<file path="config.mk">
export PLATFORM = sky130hd
export DESIGN_NAME = ldsb_interlock
export DESIGN_NICKNAME = d
export VERILOG_FILES = /design/src/rtl/ldsb_pkg.sv /design/src/rtl/ldsb_track.sv /design/src/rtl/ldsb_probe.sv /design/src/rtl/ldsb_interlock.sv
export SDC_FILE = /design/constraint.sdc
export NUM_CORES = 1
export LEC_CHECK = 0
export BUFFER_PORTS_ARGS = -buffer_cell sky130_fd_sc_hd__buf_2
export CORE_MARGIN = 10
export CORE_UTILIZATION = 40
export DETAILED_ROUTE_END_ITERATION = 10
export PLACE_DENSITY = 0.64
export SLEW_MARGIN = 5
export SYNTH_ARGS = -nofsm -noshare
export SYNTH_HDL_FRONTEND = slang
export SYNTH_SLANG_ARGS = --single-unit
export TNS_END_PERCENT = 30
</file>
<file path="constraint.sdc">
create_clock -name clk -period 2.8 [get_ports clk]
set_clock_uncertainty 0.2 [all_clocks]
set_input_delay 0.14 -clock clk [delete_from_list [all_inputs] [get_ports clk]]
set_output_delay 0.14 -clock clk [all_outputs]
set_load 0.01 [all_outputs]
</file>
<file path="src/rtl/ldsb_pkg.sv">
package ldsb_pkg;

    localparam int REG_W    = 5;
    localparam int NUM_REGS = 1 << REG_W;

    // fixed field positions, shared with the decoder
    localparam int S2_LSB  = 21;
    localparam int DST_LSB = 16;
    localparam int S1_LSB  = 11;
    localparam int IMM_BIT = 26;

    typedef enum logic [1:0] {
        KIND_REGOP = 2'b00,
        KIND_LOAD  = 2'b01,
        KIND_STORE = 2'b10,
        KIND_OTHER = 2'b11
    } dec_kind_e;

    typedef enum int {
        SLOT_S2  = 0,
        SLOT_DST = 1,
        SLOT_S1  = 2
    } slot_e;

    localparam int NUM_SLOTS = 3;

endpackage

</file>
<file path="src/rtl/ldsb_track.sv">
module ldsb_track #(
    parameter int NREG = 32,
    parameter int NRET = 2,
    parameter int RW   = $clog2(NREG)
) (
    input  logic                 clk,
    input  logic                 rst_n,
    input  logic                 set_v,
    input  logic [RW-1:0]        set_reg,
    input  logic [NRET-1:0]      clr_v,
    input  logic [NRET*RW-1:0]   clr_reg,
    output logic [NREG-1:0]      pend_q,
    output logic [NREG-1:0]      pend_now
);

    logic [NREG-1:0] pend_d;

    generate
        for (genvar i = 0; i < NREG; i++) begin : g_bit
            if (i == 0) begin : g_zero
                assign pend_d[i] = 1'b0;
            end else begin : g_live
                logic set_hit;
                logic [NRET-1:0] clr_hit;
                assign set_hit = set_v && (set_reg == RW'(i));
                for (genvar k = 0; k < NRET; k++) begin : g_port
                    assign clr_hit[k] = clr_v[k] && (clr_reg[k*RW +: RW] == RW'(i));
                end
                // set takes priority over a same-cycle return
                assign pend_d[i] = set_hit || (pend_q[i] && !(|clr_hit));
            end
        end
    endgenerate

    assign pend_now = pend_d;

    always_ff @(posedge clk) begin
        if (!rst_n) begin
            pend_q <= '0;
        end else begin
            pend_q <= pend_d;
        end
    end

    AST_R0_NEVER_PENDING: assert property (@(posedge clk) disable iff (!rst_n)
        !pend_q[0]);

    AST_ISSUE_MARKS: assert property (@(posedge clk) disable iff (!rst_n)
        (set_v && set_reg != '0) |=> pend_q[$past(set_reg)]);

    generate
        for (genvar k = 0; k < NRET; k++) begin : g_chk
            AST_RET_OF_PENDING: assert property (@(posedge clk) disable iff (!rst_n)
                (clr_v[k] && clr_reg[k*RW +: RW] != '0) |-> pend_q[clr_reg[k*RW +: RW]]);

            AST_RET_CLEARS: assert property (@(posedge clk) disable iff (!rst_n)
                (clr_v[k] && !(set_v && set_reg == clr_reg[k*RW +: RW]))
                |=> !pend_q[$past(clr_reg[k*RW +: RW])]);
        end
    endgenerate

endmodule

</file>
<file path="src/rtl/ldsb_probe.sv">
module ldsb_probe #(
    parameter int NREG = 32,
    parameter int RW   = $clog2(NREG)
) (
    input  logic [NREG-1:0] pend,
    input  logic            en,
    input  logic [RW-1:0]   idx,
    output logic            hit
);

    always_comb begin
        hit = 1'b0;
        if (en && idx != '0) begin
            hit = pend[idx];
        end
    end

endmodule

</file>
<file path="src/rtl/ldsb_interlock.sv">
module ldsb_interlock
    import ldsb_pkg::*;
#(
    parameter int NREG = NUM_REGS,
    parameter int NRET = 2,
    parameter int IW   = 32,
    localparam int RW  = $clog2(NREG)
) (
    input  logic                 clk,
    input  logic                 rst_n,
    input  logic                 dec_valid,
    input  logic [IW-1:0]        dec_instr,
    input  logic [1:0]           dec_kind,
    input  logic                 iss_valid,
    input  logic [RW-1:0]        iss_reg,
    input  logic [NRET-1:0]      ret_valid,
    input  logic [NRET*RW-1:0]   ret_reg,
    output logic                 freeze
);

    logic [NREG-1:0]      pend_q;
    logic [NREG-1:0]      pend_now;
    logic [RW-1:0]        slot_idx [NUM_SLOTS];
    logic [NUM_SLOTS-1:0] slot_en;
    logic [NUM_SLOTS-1:0] slot_hit;
    dec_kind_e            kind;
    logic                 imm;

    assign kind = dec_kind_e'(dec_kind);
    assign imm  = dec_instr[IMM_BIT];

    assign slot_idx[SLOT_S2]  = dec_instr[S2_LSB  +: RW];
    assign slot_idx[SLOT_DST] = dec_instr[DST_LSB +: RW];
    assign slot_idx[SLOT_S1]  = dec_instr[S1_LSB  +: RW];

    always_comb begin
        slot_en[SLOT_S2] = 1'b1;
        slot_en[SLOT_S1] = !imm;
        unique case (kind)
            KIND_LOAD:  slot_en[SLOT_DST] = 1'b1;
            KIND_STORE: slot_en[SLOT_DST] = 1'b1;
            KIND_REGOP: slot_en[SLOT_DST] = 1'b0;
            KIND_OTHER: slot_en[SLOT_DST] = 1'b0;
            default:    slot_en[SLOT_DST] = 1'b0;
        endcase
    end

    ldsb_track #(
        .NREG (NREG),
        .NRET (NRET),
        .RW   (RW)
    ) track_i (
        .clk      (clk),
        .rst_n    (rst_n),
        .set_v    (iss_valid),
        .set_reg  (iss_reg),
        .clr_v    (ret_valid),
        .clr_reg  (ret_reg),
        .pend_q   (pend_q),
        .pend_now (pend_now)
    );

    generate
        for (genvar s = 0; s < NUM_SLOTS; s++) begin : g_slot
            ldsb_probe #(
                .NREG (NREG),
                .RW   (RW)
            ) probe_i (
                .pend (pend_now),
                .en   (slot_en[s]),
                .idx  (slot_idx[s]),
                .hit  (slot_hit[s])
            );
        end
    endgenerate

    assign freeze = dec_valid && (|slot_hit);

    AST_IDLE_NO_FREEZE: assert property (@(posedge clk) disable iff (!rst_n)
        !dec_valid |-> !freeze);

    AST_FREEZE_HAS_CAUSE: assert property (@(posedge clk) disable iff (!rst_n)
        freeze |-> (|pend_now));

    AST_ZERO_FIELDS_FLOW: assert property (@(posedge clk) disable iff (!rst_n)
        (dec_instr[S2_LSB +: RW] == '0 && dec_instr[DST_LSB +: RW] == '0
         && dec_instr[S1_LSB +: RW] == '0) |-> !freeze);

    AST_WAW_HOLD: assert property (@(posedge clk) disable iff (!rst_n)
        (dec_valid && kind == KIND_LOAD && pend_q[dec_instr[DST_LSB +: RW]]
         && !(|ret_valid)) |-> freeze);

endmodule

</file>
### Word-level counts from Yosys, hierarchy flattened

Index checks and enable logic that the tools add are counted.

* register bits: 31
* bits of input ports: 55
* output and inout port bits: 1
* logic and storage cells: 338

* $lt $le $gt $ge: 3
* equality and inequality tests: 96
* multiplexer cells: 10
* reduce and logical (&&, ||, !) cells: 228

Operators by type and width (count)
* $eq 5x5->1 const B: 48
* $logic_and 1x1->1: 127
* $eq 5x4->1 const B: 24
* $reduce_or 2->1: 33
* $eq 5x3->1 const B: 12
* $logic_not 1->1: 32
* $logic_or 1x1->1: 31
* $eq 5x2->1 const B: 6
* $lt 5x6->1 const B: 3
* $bmux 1 s5: 3
* $eq 5x1->1 const B: 3
* $reduce_bool 5->1: 3
* $mux 1: 6
* $eq 2x2->1 const B: 2
* $reduce_or 3->1: 1
* $eq 2x1->1 const B: 1
* $logic_not 2->1: 1
* $pmux 1 s2: 1

### Logic depth before layout (Yosys ltp)

Gate-level depths: netlist (run 1).

* word-level depth: 11
* mapped depth: 9
* gate-level depth less buffers: 8

### Hierarchy

From an unflattened synthesis (run 1), not the netlist that was laid out.

* cell total of the unflattened synthesis: 326
* area, all modules: 2747.6 µm²

Modules (own cells, without submodules)
* ldsb_track: instances 1, cells an instance 250, area each 1821.7 µm², sequential area each 620.6 µm²
* ldsb_probe: instances 3, cells an instance 24, area each 300.3 µm², sequential area each 0.0 µm²
* ldsb_interlock: instances 1, cells an instance 4, area each 25.0 µm², sequential area each 0.0 µm²

### Worst setup path after synthesis (run 1)

Ideal clock, no wire load.

* path kind: input-to-output
* start point: input port ret_reg[5]
* end point: output port freeze
* arrival time: 1837 ps
* data required time: 2460 ps
* setup slack: 623 ps
* cell stages on the path: 9
* path through: or2_2 -> clkbuf_1 -> o221ai_1 -> o31ai_1 -> o21ai_0 -> a311oi_1 -> o2111ai_1 -> or4_1 -> nand4bb_1

* cells in the longest elaborated chain, start to end: 11

RTL lines
* start: declaration: line ldsb_interlock.sv:17 `input logic [NRET*RW-1:0] ret_reg,`
* $eq 5x1->1 (tied with other cells): line ldsb_track.sv:27 `assign clr_hit[k] = clr_v[k] && (clr_reg[k*RW +: RW] == RW'(i));`
* $logic_and 1x1->1: line ldsb_track.sv:27
* $reduce_or 2->1: line ldsb_track.sv:30 `assign pend_d[i] = set_hit || (pend_q[i] && !(|clr_hit));`
* $logic_not 1->1: line ldsb_track.sv:30
* $logic_and 1x1->1: line ldsb_track.sv:30
* $logic_or 1x1->1: line ldsb_track.sv:30
* $bmux 1 s5: line ldsb_probe.sv:14 `hit = pend[idx];`
* $mux 1 (implied by the code): line ldsb_probe.sv:14
* $mux 1: line ldsb_probe.sv:13 `if (en && idx != '0) begin`
* $reduce_or 3->1 *: line ldsb_interlock.sv:77 `assign freeze = dec_valid && (|slot_hit);`
* $logic_and 1x1->1 *: line ldsb_interlock.sv:77
* end: declaration: line ldsb_interlock.sv:18 `output logic freeze`

Every way passes the cells marked *; elsewhere a longest branch is shown, timed or not. The select of a mux whose other input is x is not followed.

### Worst setup path after layout (run 1)

* start point: input port ret_reg[9]
* end point: output port freeze

The elaborated chain is that of the path after synthesis.

==> results of run 1 <==
-- logic make-up (layout without fill, tap and decap cells) --
logic type / after synthesis / count (layout) / share of synthesized area, %
XOR/XNOR: 2 / 2 / 0.670
buffers and inverters: 27 / 75 / 4.07
flip-flops: 31 / 31 / 23.7
AND/OR/NAND/NOR: 175 / 175 / 38.2
AO/OA/AOI/OAI: 93 / 93 / 27.0
multiplexers: 10 / 10 / 6.27
-- cells in the final DEF, fill, tap and decap left out, types with 2 or more instances in the layout --
master	Yosys	final
a21oi_1	13	13
o221a_2	2	2
and3_1	3	3
o221ai_1	28	26
o311ai_0	2	2
o221ai_2	0	2
o211a_1	2	2
and2_1	31	31
nand2_1	58	56
nor2b_1	10	10
dfxtp_1	31	31
and4b_1	2	2
mux2i_1	4	4
nor3_1	3	3
buf_2	1	39
a311oi_1	4	3
o21ai_0	11	11
o211ai_1	2	2
buf_4	1	21
or2_2	3	3
nor2_1	10	10
nand4_1	5	5
o2111ai_1	2	2
a22oi_1	11	11
a31oi_1	5	5
nand4bb_1	6	6
inv_1	8	8
clkbuf_8	0	6
nand2b_1	5	5
nand2_2	0	2
nand3_1	17	17
mux4_2	5	5
and4bb_2	3	3
nand4b_1	8	8
or4b_1	2	2
nor3b_1	2	2
-- power by group through the flow --
stage / sequential (W) / combinational [W] / clock (W)
after floorplan: 0.000457 / 0.000133 / 0
after global placement: 0.000458 / 0.000240 / 0
after detailed placement: 0.000458 / 0.000242 / 0
after CTS: 0.000448 / 0.000244 / 0.000355
after global routing: 0.000448 / 0.000274 / 0.000383
final: 0.000448 / 0.000253 / 0.000360
-- through the flow --
| stage | utilization, % | total power, W | setup slack [ns] | cells |
|---|---|---|---|---|
| global route | 49.1 | 0.00111 | 0.00494 | 463 |
| finish | 49.1 | 0.00106 | 0.110 | 463 |
| CTS | 48.5 | 0.00105 | 0.0418 | 463 |
| global placement | 47.1 | 0.000698 | 0.0966 | 456 |
| detailed placement | 47.1 | 0.000700 | -0.0433 | 456 |
| floorplan | - | 0.000590 | 0.623 | 338 |
-- metal layers --
layer | global-route usage [%] | up-vias
met4 | 6.20 | 0
li1 | - | 1406
met1 | 26.5 | 1455
met5 | 0 | -
met3 | 4.87 | 22
met2 | 28.2 | 194
-- area by class of cell --
type                    count  area, um^2
multi-input cells         280        1930
clock buffers               6        82.6
flip-flops and latches     31         621
well taps                  77        96.3
fillers                   640        3230
clock inverters             1        5.00
repair buffers             60         353
inverters                   8        30.0
-- critical path: stages --
cell and delay (ns):
buf_2 0.14, or4bb_1 0.60, o221ai_1 0.27, nand2_2 0.18, mux4_2 0.50, nand3_1 0.10, a311oi_1 0.08, nand4bb_1 0.18
buf_2 0.15
-- worst max-delay path by stage --
| stage | from | endpoint | cells past startpoint |
|---|---|---|---|
| after floorplan | ret_reg[5] | freeze | 9 |
| after global placement | iss_reg[4] | freeze | 11 |
| after detailed placement | iss_reg[3] | freeze | 9 |
| after CTS | iss_reg[4] | freeze | 11 |
| after global routing | iss_reg[3] | freeze | 10 |
| final | ret_reg[9] | freeze | 9 |
-- repair_timing --
item / in CTS / in global routing
setup endpoints to repair: 1 / 1
gates resized for setup: 1 / 7
pin swaps: 0 / 0
==> impl_results.md, run 1 <==
* Outcome: finished, final reports clean
* Total core area at 6350 um^2
* Cts hold-fix bufs at 0
* Worst VDD drop at 0.000228 V
* YS warnings at 0
* Clock Power Share at between 30% and 40%
* Largest regs: track_i.pend_q x31
* Per-cell routed wire length at between 20 and 25 um
* Final Hold Vio Count at 0
* Worst hold path endpoint: track_i.pend_q[6]
* WL met2 at slightly above 4000 um
* Syn avg cell area at 7.74 um^2
* P_leak at 1.24 nW
* Power per Cell Area at 341 nW/um^2
* Overall routed net length at 9760 um
* First-pass GRT wire length at between 15,000 and 20,000 um
* Top cell type by total area after synthesis: dfxtp_1
* R2R Path End: track_i.pend_q[23]
* Synth top cells by count: 58 x nand2_1, 31 x and2_1, 31 x dfxtp_1, 28 x o221ai_1, 17 x nand3_1
* DRT Pass-1 Iters at 5
* Crit end category: primary output
* Crit path kind: in2out
* H-tree depth at 2
* # clock sinks at 31
* Initial detailed-routing violation count at between 300 and 400
* Max Cap Viol at 0
* RSZ-0062 raised after global routing: false
* Worst skew pair latency at between 0.2 and 0.3 ns
* Critical Path AT at ~2.4 ns
* Placed wire-length estimate at roughly 7500 um
* FF-to-FF path depth at 4
* Die Wd at roughly 100 um
* Sum Neg Setup Slack at 0 ns
* Post-route DRC at 0
* Cell Area, Placed at 2990 um^2
* Most used DFF post-synth: dfxtp_1
* Mapped cell area at ~2600 um^2
* Share of layout cells above drive strength 1 at between 20% and 30%
* Combinational group share of total power at 23.9%
* Clk pin slew, worst setup/hold paths at 0.06 ns
* Async S/R FF share, synth at 0%
* Pint at ~0.00073 W
* Synth cell types at 56
* Final Net Count at roughly 440
* Setup Buffers After CTS at 0
* # diodes at 0
* Crit-path max FO at 8
* Antenna-violating nets left at 0
* CTS Buffer Depth at 2
* Total gr overflow at 0
* Reg with most FFs: track_i.pend_q
* IO Port Bufs at 39
* Worst setup SP type: input pin
* Worst EP required at between 2 and 2.5 ns
* Min-Delay Path Class: in2reg
* Final period util at 96.1%
* Total CTS buffers at 5
* Finished Cell Area at 3120 um^2
* DR vias/cell at roughly 6.6
* Most common cell in the netlist: nand2_1
* Detailed-route via count at just over 3,000
* HP Start: rst_n
* Hold path cells at 2
* Reg2reg start: track_i.pend_q[23]
* Initial core utilization at between 40% and 50%
* R2R Setup Slk at between 1.5 and 2 ns
* NetSw at about 0.00033 W
* Fmax at approximately 370 MHz
* EDFF count, synth at 0
* Register area share after synthesis at 23.7%
* Seq pwr share at a little over two fifths
* Max-slew headroom at roughly three fifths
* Vias in the first global route at around 3,000
* Die height at 101 um
* Slew Viols, Final at 0
* Max Used Layer: met4
* Largest net degree at the start of global routing at 32
* Mapped Nets at 393
* Final setup violation count at 0
* Sw Share at 30.9%
* Tmin final at around 2.7 ns
* Slew @ Worst Pin at 0.583 ns
* Clk root buf: clkbuf_8
* Top cells by area, synth: dfxtp_1 24%, o221ai_1 9.4%, nand2_1 8.3%
* Yosys top cell area share at a little under a quarter
* Cell count after synthesis at 338
* Largest register FFs at 31
* Min Hold Slack at ~0.14 ns
* CTS tree: yes
* Met3 wire length at approximately 1100 um
* GP Congestion at roughly 0.98
* Area growth, synth to finish at 19.1%
* IO Pins at between 50 and 60
* Initial antenna violation count at 0
* Full die area at between 10,000 and 15,000 um^2
* Synth Register Bits at 31
* Wl on met1 at ~4300 um
* Rows at 29
* GRT Util Overall at between 10% and 20%
(Power assumes the default switching activity.)
==> run 2: changes to the inputs <==
- CTS_BUF_LIST: not set -> sky130_fd_sc_hd__clkbuf_8
- RECOVER_POWER: not set -> 50
==> impl_results.md, run 2 (synthesis gave the netlist of run 1 again) <==
* Share of layout cells above drive strength 1 at between 20 and 25%
* First-pass GRT wire length at 15,800 um
* NetSw at between 0.0003 and 0.0004 W
* # fillers at around 640
* CTS Buffer Depth at 2
* Sw Share at 30.9%
* Placed instance count at 456
* Antenna-violating nets left at 0
* Register area at around 620 um^2
* Slew @ Worst Pin at 0.673 ns
* FF-to-FF path depth at 3
* Combinational group share of total power at 23.8%
* Fmax at between 300 and 400 MHz
* Tmin final at about 2.7 ns
* Worst hold path endpoint: track_i.pend_q[6]
* Post-Layout Cell Count at about 460
* Cts hold-fix bufs at 0
* Reg with most FFs: track_i.pend_q
* Clk pin slew, worst setup/hold paths at ~0.06 ns
* Outcome: finished, final reports clean
* Final Hold Vio Count at 0
* HP Start: rst_n
* Crit path kind: in2out
* R2R Path End: track_i.pend_q[21]
* P_leak at roughly 1.2 nW
* Largest regs: track_i.pend_q x31
* Max-slew headroom at 54.7%
* Worst setup SP type: input pin
* Total core area at approximately 6300 um^2
* Area growth, synth to finish at 18.7%
* Min-Delay Path Class: in2reg
* Final setup violation count at 0
* Worst skew pair latency at about 0.28 ns
* IO Port Bufs at 39
* Setup Buffers After CTS at 0
* # clock sinks at 31
* Resized cells post-CTS at 1
* Tot Pwr at 0.00106 W
* Critical Path AT at 2.41 ns
* Footprint of the multi-input gates at 1930 um^2
* Final period util at a little over nine tenths
* Overall routed net length at between 9000 and 10,000 um
* Commonest non-fill, non-tap cell in the layout: nand2_1
* Final Net Count at 441
* Crit-path max FO at 4
* Min Hold Slack at 0.146 ns
* Max Cap Viol at 0
* Slew Viols, Final at 0
* RSZ-0062 raised after global routing: false
* Power per Cell Area at between 300 and 400 nW/um^2
* GP Congestion at between 0.9 and 1
* Clk root buf: clkbuf_8
* Largest register FFs at 31
* Die height at 101 um
* Total gr overflow at 0
* Crit end category: primary output
* Clock Power Share at about a third
* DR vias/cell at between 6 and 7
* Placed wire-length estimate at roughly 7500 um
* Initial antenna violation count at 0
* DRT Pass-1 Iters at 5
* Initial core utilization at 41.2%
* Rows at 29
* Largest net degree at the start of global routing at 32
* Initial detailed-routing violation count at between 400 and 500
* H-tree depth at 2
* # diodes at 0
* Total CTS buffers at 5
* Worst EP required at 2.46 ns
* IO Pins at between 50 and 60
* Reg2reg start: track_i.pend_q[21]
* Worst VDD drop at about 0.00023 V
* Pint at ~0.00073 W
* Vias in the first global route at roughly 3,000
* Most frequent cells in the layout: 56 x nand2_1, 39 x buf_2, 31 x dfxtp_1
* GRT Util Overall at 19.2%
* Full die area at 10,200 um^2
* Die Wd at 101 um
* R2R Setup Slk at roughly 1.6 ns
* CTS tree: yes
* Detailed-route via count at slightly above 3,000
* Per-cell routed wire length at roughly 21 um
* Hold path cells at 2
* Seq pwr share at a little over two fifths
* Post-route DRC at 0
-- run 2: metrics by stage --
stage	util [%]	setup TNS (ns)	setup slack, ns	cell area [um^2]
finish	48.9	0	0.0519	3100
global route	48.9	0	0.00494	3100
CTS	48.5	0	0.0418	3080
detailed placement	47.1	-0.0433	-0.0433	2990
global placement	47.1	0	0.0966	2990
floorplan	-	0	0.623	2620
-- run 2: area by class of cell --
type,instances,share of cell area (%)
Inverter,8,0.967
Sequential cell,31,20.0
Clock buffer,6,2.66
Multi-Input combinational cell,280,62.1
Timing Repair Buffer,60,11.0
Clock inverter,1,0.161
Tap cell,77,3.10
-- run 2: how the worst max path moves through the flow --
stage               startpoint  depth (start not counted)     end
floorplan           ret_reg[5]                          9  freeze
global route        iss_reg[3]                         10  freeze
detailed placement  iss_reg[3]                          9  freeze
finish              iss_reg[3]                         10  freeze
global placement    iss_reg[4]                         11  freeze
CTS                 iss_reg[4]                         11  freeze
-- run 2: critical path, stage by stage --
cell       delay (ns)
buf_2            0.10
nand4b_1         0.24
buf_4            0.21
o21ai_0          0.54
nor2_1           0.11
a21oi_1          0.19
o2111ai_1        0.12
or4_1            0.52
nand4bb_1        0.11
buf_2            0.14
-- run 2: power by group through the flow --
stage / clock network [W] / logic (W) / registers [W]
after floorplan: 0 / 0.000133 / 0.000457
after global placement: 0 / 0.000240 / 0.000458
after detailed placement: 0 / 0.000242 / 0.000458
after CTS: 0.000355 / 0.000244 / 0.000448
after global routing: 0.000383 / 0.000273 / 0.000448
final: 0.000360 / 0.000252 / 0.000448
-- run 2: routing by layer --
layer	vias to the layer above	GRT usage, %	wire length, um	part of all wire, %
met4	0	6.20	172	1.8
met2	201	28.2	4190	43
met1	1449	26.5	4360	45
met3	19	4.87	1050	11
met5	-	0	0	0
li1	1403	-	-	-
==> run 3: changes to the inputs <==
- ABC_AREA: not set -> 1
- CTS_CLUSTER_DIAMETER: not set -> 50
- PLACE_DENSITY: 0.64 -> 0.63
- SLEW_MARGIN: 5 -> not set
==> impl_results.md, run 3 <==
* Detailed-route via count at between 3,000 and 4,000
* Worst setup path endpoint: freeze
* Finished Cell Area at roughly 3200 um^2
* Most common cell on crit path: nand2_1
* Commonest non-fill, non-tap cell in the layout: nand2_1
* FF-to-FF path depth at 4
* Final Hold Vio Count at 0
* P_leak at around 1.6 nW
* First-pass GRT wire length at 17,200 um
* Largest register FFs at 31
* Setup Buffers After CTS at 0
* Cell count after synthesis at 566
* Worst EP required at 2.46 ns
* Reg with most FFs: track_i.pend_q
* Total core area at between 7000 and 8000 um^2
* EDFF count, synth at 0
* Cell Area, Placed at between 3000 and 4000 um^2
* RSZ-0062 raised after global routing: false
* Total CTS buffers at 5
* Most used DFF post-synth: dfxtp_1
* CTS Buffer Depth at 2
* Register area share after synthesis at a little over a fifth
* Top cells by area, synth: nand2_1 29%, dfxtp_1 21%, nand3_1 19%
* Overall routed net length at 10,900 um
* GRT Util Overall at a little under a fifth
* Final period util at between 80% and 90%
* Synth Register Bits at 31
* Min-Delay Path Class: in2reg
* Die Wd at about 110 um
* Power per Cell Area at approximately 330 nW/um^2
* Antenna-violating nets left at 0
* Post-route DRC at 0
* HP Start: iss_reg[1]
* Rows at 31
* Fmax at around 430 MHz
* IO Pins at 56
* Worst setup SP type: input pin
* Synth cell types at 24
* Synth Area in Adders at 0%
* # clock sinks at 31
* Crit end category: primary output
* Final setup violation count at 0
* Per-cell routed wire length at ~16 um
* H-tree depth at 2
* Register area at slightly above 600 um^2
* Footprint of the multi-input gates at approximately 2000 um^2
* DRT Pass-1 Iters at 6
* Placed wire-length estimate at between 8000 and 9000 um
* Sum Neg Setup Slack at 0 ns
* Tmin final at around 2.3 ns
* R2R Path End: track_i.pend_q[3]
* Resized cells post-CTS at 0
* Reg2reg start: track_i.pend_q[3]
* Post-Synth Simple-Gate Area at about 62%
* Total gr overflow at 0
* Share of layout cells above drive strength 1 at about 11%
* # diodes at 0
* Mapped cell area at ~2900 um^2
* YS warnings at 0
* Most frequent cells in the layout: 225 x nand2_1, 109 x nand3_1, 80 x nor2_1
* Initial antenna violation count at 0
* Full die area at approximately 11,000 um^2
* Finished Core Util at a little under half
* Initial detailed-routing violation count at 430
* Max-slew headroom at ~30%
* Mapped Nets at around 620
* Critical Path AT at approximately 2.0 ns
* Area growth, synth to finish at 10.9%
* Slew Viols, Final at 0
* Final Net Count at about 650
* DR vias/cell at around 5.3
* # fillers at roughly 830
* R2R Setup Slk at 1.77 ns
* Initial core utilization at about 40%
* Syn avg cell area at ~5.2 um^2
* Post-synthesis compound-gate area fraction at 7.19%
* Critical path cell sequence: buf_2 > nand2_1 > inv_1 > nand2_1 > nand2_1 > nand2_1 > nand3_1 > nand2_1 > nand2_1 > nand2_1 > nand3_1 > nand3_1 > nand2_1 > nor2_1 > nor2_1 > buf_2
* CTS tree: yes
* Yosys top cell area share at about 29%
* IO Port Bufs at 39
* Most common cell in the netlist: nand2_1
* Hold path cells at 4
* Worst VDD drop at around 0.00014 V
* Max Cap Viol at 0
* Largest regs: track_i.pend_q x31
* Critical Path Max Stage Delay at about 0.46 ns
* Crit path kind: in2out
* Vias in the first global route at 3,550
* Outcome: finished, final reports clean
* Post-Synth XOR/XNOR Area at less than 1%
* Top cell type by total area after synthesis: nand2_1
* GP Congestion at between 0.9 and 1
* Synth top cells by count: 225 x nand2_1, 109 x nand3_1, 80 x nor2_1, 40 x inv_1
* Crit-path max FO at 16
* Largest family of logic cells by synthesized area: simple AND/OR/NAND/NOR gates
* Cts hold-fix bufs at 0
* Slew @ Worst Pin at roughly 1.0 ns
* Worst skew pair latency at between 0.2 and 0.3 ns
* Post-synthesis mux area share at 0%
* Async S/R FF share, synth at 0%
* Slowest-stage cell, CP: inv_1
* Die height at 106 um
* Clk pin slew, worst setup/hold paths at ~0.07 ns
* Clk root buf: clkbuf_8
* Largest net degree at the start of global routing at 32
* CP Launch Point: iss_reg[4]
run 3: routing by layer:
layer  wire [um]  GRT usage [%]
met5           0              0
met4         386           9.09
met3         968           3.59
met2        4780           29.8
met1        4720           24.8
run 3: worst min-delay path by stage:
stage                     slack [ns]                  to
after floorplan                 0.10  track_i.pend_q[31]
after global placement          0.27   track_i.pend_q[2]
after detailed placement        0.28  track_i.pend_q[27]
after CTS                       0.09  track_i.pend_q[16]
after global routing            0.09  track_i.pend_q[16]
final                           0.08  track_i.pend_q[16]
run 3: cell families after synthesis:
| family | count (synthesis) |
|---|---|
| XOR/XNOR | 1 |
| buffers and inverters | 62 |
| flip-flops | 31 |
| AND/OR/NAND/NOR | 431 |
| AO/OA/AOI/OAI | 41 |
run 3: metrics by stage:
step	setup slack, ns	hold slack, ns	power, W	std cells
2_1_floorplan	1.13	0.104	0.000650	566
3_3_place_gp	0.473	0.272	0.000739	689
3_5_place_dp	0.459	0.281	0.000742	689
4_1_cts	0.449	0.0866	0.00108	697
5_1_grt	0.158	0.0870	0.00115	697
6_report	0.451	0.0816	0.00109	697
run 3: power by group:
part,switching (W),total [W],leakage (nW),internal (W)
clock,0.000181,0.000350,0.0477,0.000170
combinational,0.000200,0.000288,1.26,0.0000887
sequential,0.00000160,0.000448,0.250,0.000446
total,0.000382,0.00109,1.56,0.000705
run 3: worst max-delay path: cells and delay by family:
kind,cells,cell delay [ns]
simple gates,13,1.18
buf+inv,3,0.68
run 3: cell type report:
class,instances,share of cell area (%)
inverter,45,5.20
multi-input combinational,473,62.8
clock inverter,3,0.463
timing repair buffer,41,6.44
tap,99,3.82
sequential,31,19.1
clock buffer,5,2.12
